==> config.mk <==
export PLATFORM = sky130hd
export DESIGN_NAME = icyc_seq
export DESIGN_NICKNAME = d
export VERILOG_FILES = /design/src/rtl/icyc_pkg.sv /design/src/rtl/icyc_ctrl.sv /design/src/rtl/icyc_alu.sv /design/src/rtl/icyc_regs.sv /design/src/rtl/icyc_seq.sv
export SDC_FILE = /design/constraint.sdc
export NUM_CORES = 1
export LEC_CHECK = 0
export BUFFER_PORTS_ARGS = -buffer_cell sky130_fd_sc_hd__buf_2
export CORE_MARGIN = 1
export CORE_UTILIZATION = 58
export CTS_CLUSTER_SIZE = 25
export DETAILED_ROUTE_END_ITERATION = 16
export HOLD_SLACK_MARGIN = 0.15
export PLACE_DENSITY = 0.81
export SYNTH_ARGS = -nofsm -noshare
export SYNTH_HDL_FRONTEND = slang
export SYNTH_SLANG_ARGS = --single-unit
==> constraint.sdc <==
create_clock -name clk -period 2.3 [get_ports clk]
set_input_delay 0 -clock clk [delete_from_list [all_inputs] [get_ports clk]]
set_output_delay 0 -clock clk [all_outputs]
set_load 0.05 [all_outputs]
==> src/rtl/icyc_pkg.sv <==
package icyc_pkg;

    localparam int AW  = 12;
    localparam int DW  = 16;
    localparam int OPW = 3;
    localparam int IND_BIT = DW - 1;
    localparam int OP_LSB  = IND_BIT - OPW;
    localparam int EXT_W   = DW - AW;

    localparam logic [AW-1:0] SAVE_ADDR    = AW'(0);
    localparam logic [AW-1:0] HANDLER_ADDR = AW'(1);

    localparam logic [OPW-1:0] OP_LOAD  = OPW'(0);
    localparam logic [OPW-1:0] OP_STORE = OPW'(1);
    localparam logic [OPW-1:0] OP_ADD   = OPW'(2);
    localparam logic [OPW-1:0] OP_JUMP  = OPW'(3);

    typedef enum logic [1:0] {
        PH_FETCH    = 2'd0,
        PH_INDIRECT = 2'd1,
        PH_EXECUTE  = 2'd2,
        PH_INTR     = 2'd3
    } phase_e;

    typedef enum logic [3:0] {
        S_F_MAR, S_F_REQ, S_F_MBR, S_F_IR,
        S_I_MAR, S_I_REQ, S_I_MBR,
        S_E_MAR, S_E_REQ, S_E_MBR, S_E_ACC,
        S_N_MBR, S_N_WR
    } step_e;

    typedef enum logic [1:0] {PC_HOLD, PC_INC, PC_EA, PC_HANDLER} pc_sel_e;
    typedef enum logic [1:0] {MAR_HOLD, MAR_PC, MAR_EA, MAR_SAVE} mar_sel_e;
    typedef enum logic [1:0] {MBR_HOLD, MBR_MEM, MBR_PC, MBR_ACC} mbr_sel_e;
    typedef enum logic [1:0] {ACC_HOLD, ACC_LOAD, ACC_ADD} acc_sel_e;

    typedef struct packed {
        pc_sel_e  pc;
        mar_sel_e mar;
        mbr_sel_e mbr;
        acc_sel_e acc;
        logic     ir_ld;
        logic     rd;
        logic     wr;
    } ctl_t;

    function automatic phase_e phase_of(input step_e s);
        case (s)
            S_F_MAR, S_F_REQ, S_F_MBR, S_F_IR: return PH_FETCH;
            S_I_MAR, S_I_REQ, S_I_MBR:         return PH_INDIRECT;
            S_N_MBR, S_N_WR:                   return PH_INTR;
            default:                           return PH_EXECUTE;
        endcase
    endfunction

    function automatic logic [OPW-1:0] op_field(input logic [DW-1:0] w);
        return w[IND_BIT-1:OP_LSB];
    endfunction

endpackage

==> src/rtl/icyc_ctrl.sv <==
module icyc_ctrl
    import icyc_pkg::*;
(
    input  logic           clk,
    input  logic           rst,
    input  logic [OPW-1:0] ir_op,
    input  logic           mbr_ind,
    input  logic           irq,
    input  logic           irq_en,
    output ctl_t           ctl,
    output phase_e         phase
);

    step_e step, step_nx;
    logic  take_irq;

    assign take_irq = irq && irq_en;
    assign phase    = phase_of(step);

    always_ff @(posedge clk) begin
        if (rst) step <= S_F_MAR;
        else     step <= step_nx;
    end

    always_comb begin
        ctl     = '0;
        step_nx = S_F_MAR;
        case (step)
            S_F_MAR: begin ctl.mar = MAR_PC; step_nx = S_F_REQ; end
            S_F_REQ: begin ctl.rd = 1'b1; ctl.pc = PC_INC; step_nx = S_F_MBR; end
            S_F_MBR: begin ctl.mbr = MBR_MEM; step_nx = S_F_IR; end
            S_F_IR: begin
                ctl.ir_ld = 1'b1;
                step_nx   = mbr_ind ? S_I_MAR : S_E_MAR;
            end
            S_I_MAR: begin ctl.mar = MAR_EA; step_nx = S_I_REQ; end
            S_I_REQ: begin ctl.rd = 1'b1; step_nx = S_I_MBR; end
            S_I_MBR: begin ctl.mbr = MBR_MEM; step_nx = S_E_MAR; end
            S_E_MAR: begin
                case (ir_op)
                    OP_LOAD, OP_ADD: begin ctl.mar = MAR_EA; step_nx = S_E_REQ; end
                    OP_STORE: begin
                        ctl.mar = MAR_EA;
                        ctl.mbr = MBR_ACC;
                        step_nx = S_E_REQ;
                    end
                    OP_JUMP: begin
                        ctl.pc  = PC_EA;
                        step_nx = take_irq ? S_N_MBR : S_F_MAR;
                    end
                    default: step_nx = take_irq ? S_N_MBR : S_F_MAR;
                endcase
            end
            S_E_REQ: begin
                if (ir_op == OP_STORE) begin
                    ctl.wr  = 1'b1;
                    step_nx = take_irq ? S_N_MBR : S_F_MAR;
                end else begin
                    ctl.rd  = 1'b1;
                    step_nx = S_E_MBR;
                end
            end
            S_E_MBR: begin ctl.mbr = MBR_MEM; step_nx = S_E_ACC; end
            S_E_ACC: begin
                ctl.acc = (ir_op == OP_ADD) ? ACC_ADD : ACC_LOAD;
                step_nx = take_irq ? S_N_MBR : S_F_MAR;
            end
            S_N_MBR: begin ctl.mbr = MBR_PC; ctl.mar = MAR_SAVE; step_nx = S_N_WR; end
            S_N_WR:  begin ctl.wr = 1'b1; ctl.pc = PC_HANDLER; step_nx = S_F_MAR; end
            default: step_nx = S_F_MAR;
        endcase
    end

    // a request is never held into a second cycle
    a_r12_one_cycle_req: assert property (@(posedge clk) disable iff (rst)
        (ctl.rd || ctl.wr) |=> !(ctl.rd || ctl.wr));

    // read and write never together
    a_r12_rd_wr_excl: assert property (@(posedge clk) disable iff (rst)
        !(ctl.rd && ctl.wr));

    // interrupt entry requires both the request and the enable
    a_r10_entry_needs_enable: assert property (@(posedge clk) disable iff (rst)
        (step == S_N_MBR) |-> $past(irq && irq_en));

    // interrupt entry follows only the last step of an execute subcycle
    a_r11_entry_at_boundary: assert property (@(posedge clk) disable iff (rst)
        (step == S_N_MBR) |-> ($past(step) == S_E_MAR || $past(step) == S_E_REQ
                               || $past(step) == S_E_ACC));

endmodule

==> src/rtl/icyc_alu.sv <==
module icyc_alu
    import icyc_pkg::*;
(
    input  acc_sel_e       sel,
    input  logic [DW-1:0]  acc,
    input  logic [DW-1:0]  operand,
    output logic [DW-1:0]  acc_nx
);

    always_comb begin
        case (sel)
            ACC_LOAD: acc_nx = operand;
            ACC_ADD:  acc_nx = acc + operand;
            default:  acc_nx = acc;
        endcase
    end

endmodule

==> src/rtl/icyc_regs.sv <==
module icyc_regs
    import icyc_pkg::*;
(
    input  logic           clk,
    input  logic           rst,
    input  ctl_t           ctl,
    input  logic [DW-1:0]  mem_rdata,
    input  logic [DW-1:0]  acc_nx,
    output logic [AW-1:0]  pc,
    output logic [AW-1:0]  mar,
    output logic [DW-1:0]  mbr,
    output logic [DW-1:0]  ir,
    output logic [DW-1:0]  acc
);

    logic [AW-1:0] ea;
    assign ea = mbr[AW-1:0];

    always_ff @(posedge clk) begin
        if (rst) begin
            pc  <= '0;
            mar <= '0;
            mbr <= '0;
            ir  <= '0;
            acc <= '0;
        end else begin
            case (ctl.pc)
                PC_INC:     pc <= pc + AW'(1);
                PC_EA:      pc <= ea;
                PC_HANDLER: pc <= HANDLER_ADDR;
                default:    pc <= pc;
            endcase
            case (ctl.mar)
                MAR_PC:   mar <= pc;
                MAR_EA:   mar <= ea;
                MAR_SAVE: mar <= SAVE_ADDR;
                default:  mar <= mar;
            endcase
            case (ctl.mbr)
                MBR_MEM: mbr <= mem_rdata;
                MBR_PC:  mbr <= {{EXT_W{1'b0}}, pc};
                MBR_ACC: mbr <= acc;
                default: mbr <= mbr;
            endcase
            if (ctl.ir_ld) ir <= mbr;
            acc <= acc_nx;
        end
    end

    // a jump redirects the counter to the operand address
    a_r7_jump_target: assert property (@(posedge clk) disable iff (rst)
        (ctl.pc == PC_EA) |=> (pc == $past(ea)));

endmodule

==> src/rtl/icyc_seq.sv <==
module icyc_seq
    import icyc_pkg::*;
(
    input  logic          clk,
    input  logic          rst,
    output logic [11:0]   mem_addr,
    output logic [15:0]   mem_wdata,
    input  logic [15:0]   mem_rdata,
    output logic          mem_rd,
    output logic          mem_wr,
    input  logic          irq,
    input  logic          irq_en,
    output logic [15:0]   ir_out,
    output logic [1:0]    phase_out
);

    ctl_t          ctl;
    phase_e        phase;
    logic [AW-1:0] pc, mar;
    logic [DW-1:0] mbr, ir, acc, acc_nx;

    icyc_ctrl u_ctrl (
        .clk     (clk),
        .rst     (rst),
        .ir_op   (op_field(ir)),
        .mbr_ind (mbr[IND_BIT]),
        .irq     (irq),
        .irq_en  (irq_en),
        .ctl     (ctl),
        .phase   (phase)
    );

    icyc_alu u_alu (
        .sel     (ctl.acc),
        .acc     (acc),
        .operand (mbr),
        .acc_nx  (acc_nx)
    );

    icyc_regs u_regs (
        .clk       (clk),
        .rst       (rst),
        .ctl       (ctl),
        .mem_rdata (mem_rdata),
        .acc_nx    (acc_nx),
        .pc        (pc),
        .mar       (mar),
        .mbr       (mbr),
        .ir        (ir),
        .acc       (acc)
    );

    assign mem_addr  = mar;
    assign mem_wdata = mbr;
    assign mem_rd    = ctl.rd;
    assign mem_wr    = ctl.wr;
    assign ir_out    = ir;
    assign phase_out = phase;

    // a fetch read addresses the not yet advanced program counter
    a_r2_fetch_at_pc: assert property (@(posedge clk) disable iff (rst)
        (mem_rd && phase == PH_FETCH) |-> (mem_addr == pc));

    // the program counter advances by one across a fetch read
    a_r2_pc_advance: assert property (@(posedge clk) disable iff (rst)
        (mem_rd && phase == PH_FETCH) |=> (pc == $past(pc) + AW'(1)));

    // the save write goes to the save location and carries the counter
    a_r9_save_write: assert property (@(posedge clk) disable iff (rst)
        (mem_wr && phase == PH_INTR) |-> (mem_addr == SAVE_ADDR && mem_wdata == {{EXT_W{1'b0}}, pc}));

    // after the save write the counter points at the handler
    a_r9_handler_next: assert property (@(posedge clk) disable iff (rst)
        (mem_wr && phase == PH_INTR) |=> (pc == HANDLER_ADDR && phase == PH_FETCH));

    // the instruction register moves only out of a fetch cycle
    a_r12_ir_stable: assert property (@(posedge clk) disable iff (rst)
        (phase != PH_FETCH) |=> $stable(ir_out));

endmodule

# After elaboration in Yosys (flattened, before gate mapping)
# Memories as Yosys holds them, arrays and structs flattened. A register that Yosys moved wholly into a read port is not among the register bits.
# Index checks and enable logic that the tools add are counted.
[totals]
register_bits = 76
latchBits = 0
ramBits = 0
romBits = 32
input_bits = 20
output_inout_bits = 48
wordCells = 68
n_memories = 1
[mem_list]
columns = ["name", "depth", "width", "read_ports", "rd_ports_with_merged_regs", "wr", "line_no", "text"]
rows = [
  ["(name not given)", 16, 2, 1, 1, 0, "icyc_pkg.sv:48", "case (s)"],
]
[classes]
add_sub_neg = 2
n_mul = 0
n_div = 0
order_cmp = 0
eq_ne = 26
n_shift = 0
muxes = 23
bitwise = 0
n_reduce_logical = 10
[op_table]
columns = ["op", "n"]
rows = [
  ["$pmux 12 s3", 2],
  ["$pmux 16 s3", 1],
  ["$pmux 4 s12", 1],
  ["$pmux 16 s2", 1],
  ["$eq 4x4->1 const B", 5],
  ["$add 16x16->16", 1],
  ["$eq 4x3->1 const B", 4],
  ["$mux 4", 4],
  ["$eq 2x2->1 const B", 7],
  ["$add 12x1->12 const B", 1],
  ["$mux 2", 6],
  ["$pmux 2 s3", 2],
  ["$reduce_bool 3->1", 3],
  ["$eq 2x1->1 const B", 4],
  ["$eq 4x2->1 const B", 2],
  ["$pmux 2 s4", 1],
  ["$eq 3x2->1 const B", 2],
  ["$reduce_or 3->1", 2],
  ["$eq 4x1->1 const B", 1],
  ["$logic_not 4->1", 1],
  ["$pmux 1 s2", 2],
  ["$eq 3x1->1 const B", 1],
  ["$logic_not 3->1", 1],
  ["$mux 1", 3],
  ["3 further kinds", 3],
]

# Logic depth before layout (Yosys ltp)
[logic_depth]
word_depth = 6
ltp_mapped = 10
ltp_nobuf = 10

# Modules after synthesis
# A second synthesis with hierarchy kept.
[unflattened]
hier_cells = 517
area_unflattened_um2 = 4710.8
[by_module_without_submodules]
columns = ["mod", "n_inst", "cells_each", "area_each_um2", "seq_area_each_um2"]
rows = [
  ["icyc_regs", 1, 288, 2976.6, 1441.4],
  ["icyc_alu", 1, 147, 1078.5, 0.0],
  ["icyc_ctrl", 1, 82, 655.6, 120.1],
]

# Worst setup path after synthesis
# Ideal clock, no wire load.
[synth_path]
path_type = "reg-to-reg"
startpoint = "register u_regs.mbr[0]"
endpoint = "register u_regs.acc[10]"
setup_ns = 0.091
arrival_time_ns = 2.471
required_time_ns = 2.209
slack_ns = -0.262
stages_incl_launch_ff = 11
path_buffers = 0
period_less_slack_ns = 2.562
cell_sequence = "dfxtp_1 ha_1 inv_1 fa_1 nor2b_1 o2111ai_1 a21oi_1 o211a_1 nor2_1 xor2_1 a311oi_1"
[synth_via]
elab_chain_len = 2
[synth_lines]
columns = ["element", "line_no", "text"]
rows = [
  ["start, declared", "icyc_regs.sv:11", "output logic [DW-1:0] mbr,"],
  ["start signal, assigned", "icyc_regs.sv:40", "MBR_MEM: mbr <= mem_rdata;"],
  ["start signal, assigned", "icyc_regs.sv:41", "MBR_PC: mbr <= {{EXT_W{1'b0}}, pc};"],
  ["start signal, assigned", "icyc_regs.sv:43", "default: mbr <= mbr;"],
  ["$add 16x16->16", "icyc_alu.sv:13", "ACC_ADD: acc_nx = acc + operand;"],
  ["$pmux 16 s2", "icyc_alu.sv:11", "case (sel)"],
  ["end signal, assigned", "icyc_regs.sv:46", "acc <= acc_nx;"],
  ["end, declared", "icyc_regs.sv:13", "output logic [DW-1:0] acc"],
]
# Every way passes these cells.
# A chain may end at the register's enable or synchronous reset.

# Final worst setup path
[layout_path]
startpoint = "register u_regs.mbr[4]"
endpoint = "register u_regs.acc[12]"
# The elaborated chain is that of the path after synthesis.

==> results.md <==
* Hold Path End: u_regs.mbr[14]
* Register area at 1570 sq um
* Bufs on Longest Clock Path at 2
* Num rows at 31
* Final ANT Viol Nets at 0
* Crit. End Element: flip-flop
* Final setup violation count at 0
* Clock root cell: clkbuf_8
* Placement Cell Area at 5120 sq um
* H-tree levels at 3
* Post-Synth Simple-Gate Area at 24.8%
* Area grow syn2layout at 21.2%
* Worst path required time at 2.55 ns
* Drt pass-1 iters at 5
* Cells on Worst Hold Path at 4
* Syn_nets at 613
* GR peak layer: met2
* GR Util met3 at under 10%
* Post-synthesis cell type with the largest combined area: dfxtp_1
* Hold Path Origin: mem_rdata[14]
* Status: complete, no violations
* Post-route DRC at 0
* Total number of yosys warnings at 0
* Multi-input gate area at between 2000 and 3000 sq um
* EDFF count, synth at 0
* Finished Layout Cells at 771
* Detailed-route via count at 4892
* CORE AREA at 7410 sq um
* Reg2Reg Capture Point: u_regs.acc[12]
* CP arrival at ~2.5 ns
* Netlist cell types at 60
* Post-route setup slack at approximately 0.036 ns
* FMAX at 0.442 GHz
* Crit path max-delay family: compound AO/OA/AOI/OAI gates
* Diode count at 0
* Die X-Extent at 90.7 microns
* Maximum VDD drop at 0.564 mV
* Min Tclk post-route at 2.26 ns
* Worst-Skew Late Latency at 0.35 ns
* Synth Area in Compound Gates at between 20% and 30%
* Initial core utilization at approximately three fifths
* Largest cells by area after synthesis: dfxtp_1 34%, nor2_1 6.2%, nand2_1 6.0%, a21oi_1 5.4%, ha_1 4.4%
* Post-Synth Adder-Cell Area at 4.83%
* Pre-CTS setup slack at between 0.009 and 0.01 ns
* Avg Cell Area, Syn at 7.92 sq um
* Measured slew at the worst slew-check pin at 0.967 ns
* Dpl cells at roughly 740
* Slew HR at 35.0%
* Vias in the first global route at 4594
* Crit path cell chain: ha_1 > a21o_1 > a21oi_1 > a21oi_2 > o211a_1 > a221oi_1 > mux2i_1 > nor2_1
* Tot GR Track Use at 34.7%
* Tcrit/Tclk final at 98.4%
* Crit Path Category: reg -> reg
* HP Class: in -> reg
* Worst Skew at 0.0105 ns
* IO Port Bufs at 67
* Yosys reg bits at ~80
* Synth Flop Type: dfxtp_1
* Synth Cell Area at 4560 sq um
* Iter 0 DRT Violations at 466
* Worst path bufs/invs at 0
* Mux share of post-synthesis cell area at 0.686%
* Pin count of the biggest net entering global routing at 33
* Cell area power density at 881 nW/um^2
* Fraction of registers with async set/reset at 0%
* Final Hold Vio Count at 0
* M1 GR Usage at 45.6%
* Lkg Pwr at between 2 and 2.5 nW
* Crit path max fanout at 4
* Gate count of the mapped netlist at 576
* Die area at ~8000 sq um
* I/O pin count at 68
* Gr ovfl total at 0
* Xor/xnor share of the synthesized area at 2.11%
* RePlAce Congestion at approximately 0.94
* RR Startpoint: u_regs.mbr[4]
* Worst-path clk slew at around 0.080 ns
* CP startpoint kind: flip-flop
* CTS tree: yes
* Final std cell area, no fill at around 5500 sq um
* Post-DP HPWL at 9.50 mm
* First-pass GRT wire length at about 23 mm
* Top cell type's share of synthesized area at about 34%
* CP max stage cell: a221oi_1
* Die height at 90.7 microns
* Internal reg-to-reg setup slack at 0.04 ns
* Met2 GRT Util at ~56%
* Initial antenna violation count at 0
* Final net count at roughly 700
* RSZ-0062 raised after global routing: true
* Total of max-cap violations at 0
* WL/cell at roughly 18 microns
* Clock Sink Count at 78
* Largest family of logic cells by synthesized area: compound AO/OA/AOI/OAI gates
* Pwr Total at 4.87 mW
* Final WL at 13.9 mm
* Via density at 6.35
* Layout cell share with drive strength beyond 1 at 24.3%
* Worst R2R Path Depth at 8
* Worst path max stage delay at 0.37 ns
* Fill cells at 557
* Register area share after synthesis at approximately 34%
* CTS Buf Count at 9
* Slew Limit Fails at 0
[power by group]
group | internal (mW) | total (mW) | switching (mW)
clock | 0.534 | 1.05 | 0.513
combinational | 0.657 | 2.07 | 1.41
sequential | 1.55 | 1.76 | 0.210
total | 2.74 | 4.87 | 2.13
[through the flow]
step                      hold slack, ns  utilization (%)  setup TNS, ns
final                              0.148             74.6              0
after global placement             0.274             69.2              0
after floorplan                   0.0924                -        -0.0391
after global routing               0.169             74.6        -0.0922
after detailed placement           0.283             69.2              0
after CTS                          0.155             74.1              0
[logic make-up after synthesis]
kind of cell	count (synthesis)
mux	3
compound gates	180
flops	78
fa+ha+maj	17
xor+xnor	11
simple gates	234
buf+inv	53
[timing repair]
| action | 4_1_cts | 5_1_grt |
|---|---|---|
| gates resized for setup | 3 | 6 |
| hold endpoints to repair | 28 | 0 |
| pin swaps | 2 | 4 |
| hold buffers | 17 | 0 |
| setup buffers | 0 | 2 |
| endpoints found under the setup margin | 1 | 5 |
[worst max-delay path by stage]
| stage | startpoint | to | slack (ns) | cells past startpoint |
|---|---|---|---|---|
| finish | u_regs.mbr[4] | u_regs.acc[12] | 0.04 | 8 |
| global placement | u_regs.acc[0] | u_regs.acc[10] | 0.10 | 10 |
| floorplan | u_regs.mbr[0] | u_regs.acc[10] | -0.04 | 10 |
| detailed placement | u_regs.acc[0] | u_regs.acc[10] | 0.009 | 10 |
| CTS | u_regs.acc[0] | u_regs.acc[10] | 0.02 | 10 |
| global route | u_regs.mbr[4] | u_regs.acc[12] | -0.04 | 8 |
[worst min-delay path: stages]
cell and delay, ns:
buf_2 0.09, nor3b_1 0.12, a21oi_1 0.15, a211oi_1 0.09
[synthesized netlist by cell type (all sizes together), types with 6 or more instances]
| master | number |
|---|---|
| a311oi | 17 |
| a21o | 11 |
| clkbuf | 26 |
| a221oi | 17 |
| nand2b | 6 |
| nand2 | 74 |
| o21ai | 23 |
| nor3 | 27 |
| nand3 | 11 |
| a22oi | 16 |
| ha | 16 |
| nor2 | 76 |
| a31oi | 7 |
| and3 | 8 |
| inv | 13 |
| a21oi | 50 |
| xnor2 | 8 |
| o211ai | 7 |
| a211oi | 12 |
| dfxtp | 78 |
| buf | 14 |
| nor3b | 6 |
[final cells by class]
type / instances / share of cell area [%]
Multi-Input combinational cell: 445 / 50.7
Sequential cell: 78 / 28.5
Timing Repair Buffer: 120 / 14.3
Clock buffer: 13 / 2.69
Tap cell: 99 / 2.24
Inverter: 13 / 0.883
Clock inverter: 3 / 0.792
[state kept, by name, summed over array words and instances, names as in the netlist]
register      cells
u_regs.acc       16
u_regs.mar       12
u_regs.pc        12
u_regs.ir        16
u_ctrl.phase      2
u_regs.mbr       16
u_ctrl.step       4
[cell usage in the layout, fill, tap and decap left out, types with 5 or more instances in the layout]
cell type	count
a221oi_2	10
xnor2_1	8
inv_1	13
dfxtp_1	69
a311oi_1	17
nand3_1	11
a31oi_1	7
nor3b_1	6
o211ai_1	7
dlygate4sd3_1	17
nor2_1	75
buf_2	67
nor3_2	10
buf_4	35
nand2b_1	5
a211oi_1	12
clkbuf_8	10
o21ai_0	20
nand2_1	73
dfxtp_2	9
a22oi_1	16
a21o_1	11
a21oi_1	48
and3_1	8
ha_1	14
a221oi_1	7
nor3_1	17
[per-layer routing]
layer	routed length, microns	part of all wire (%)
met4	485	3.5
met1	5920	43
met2	6500	47
met5	0	0
met3	965	7.0
Power figures use the tool's default switching activity.
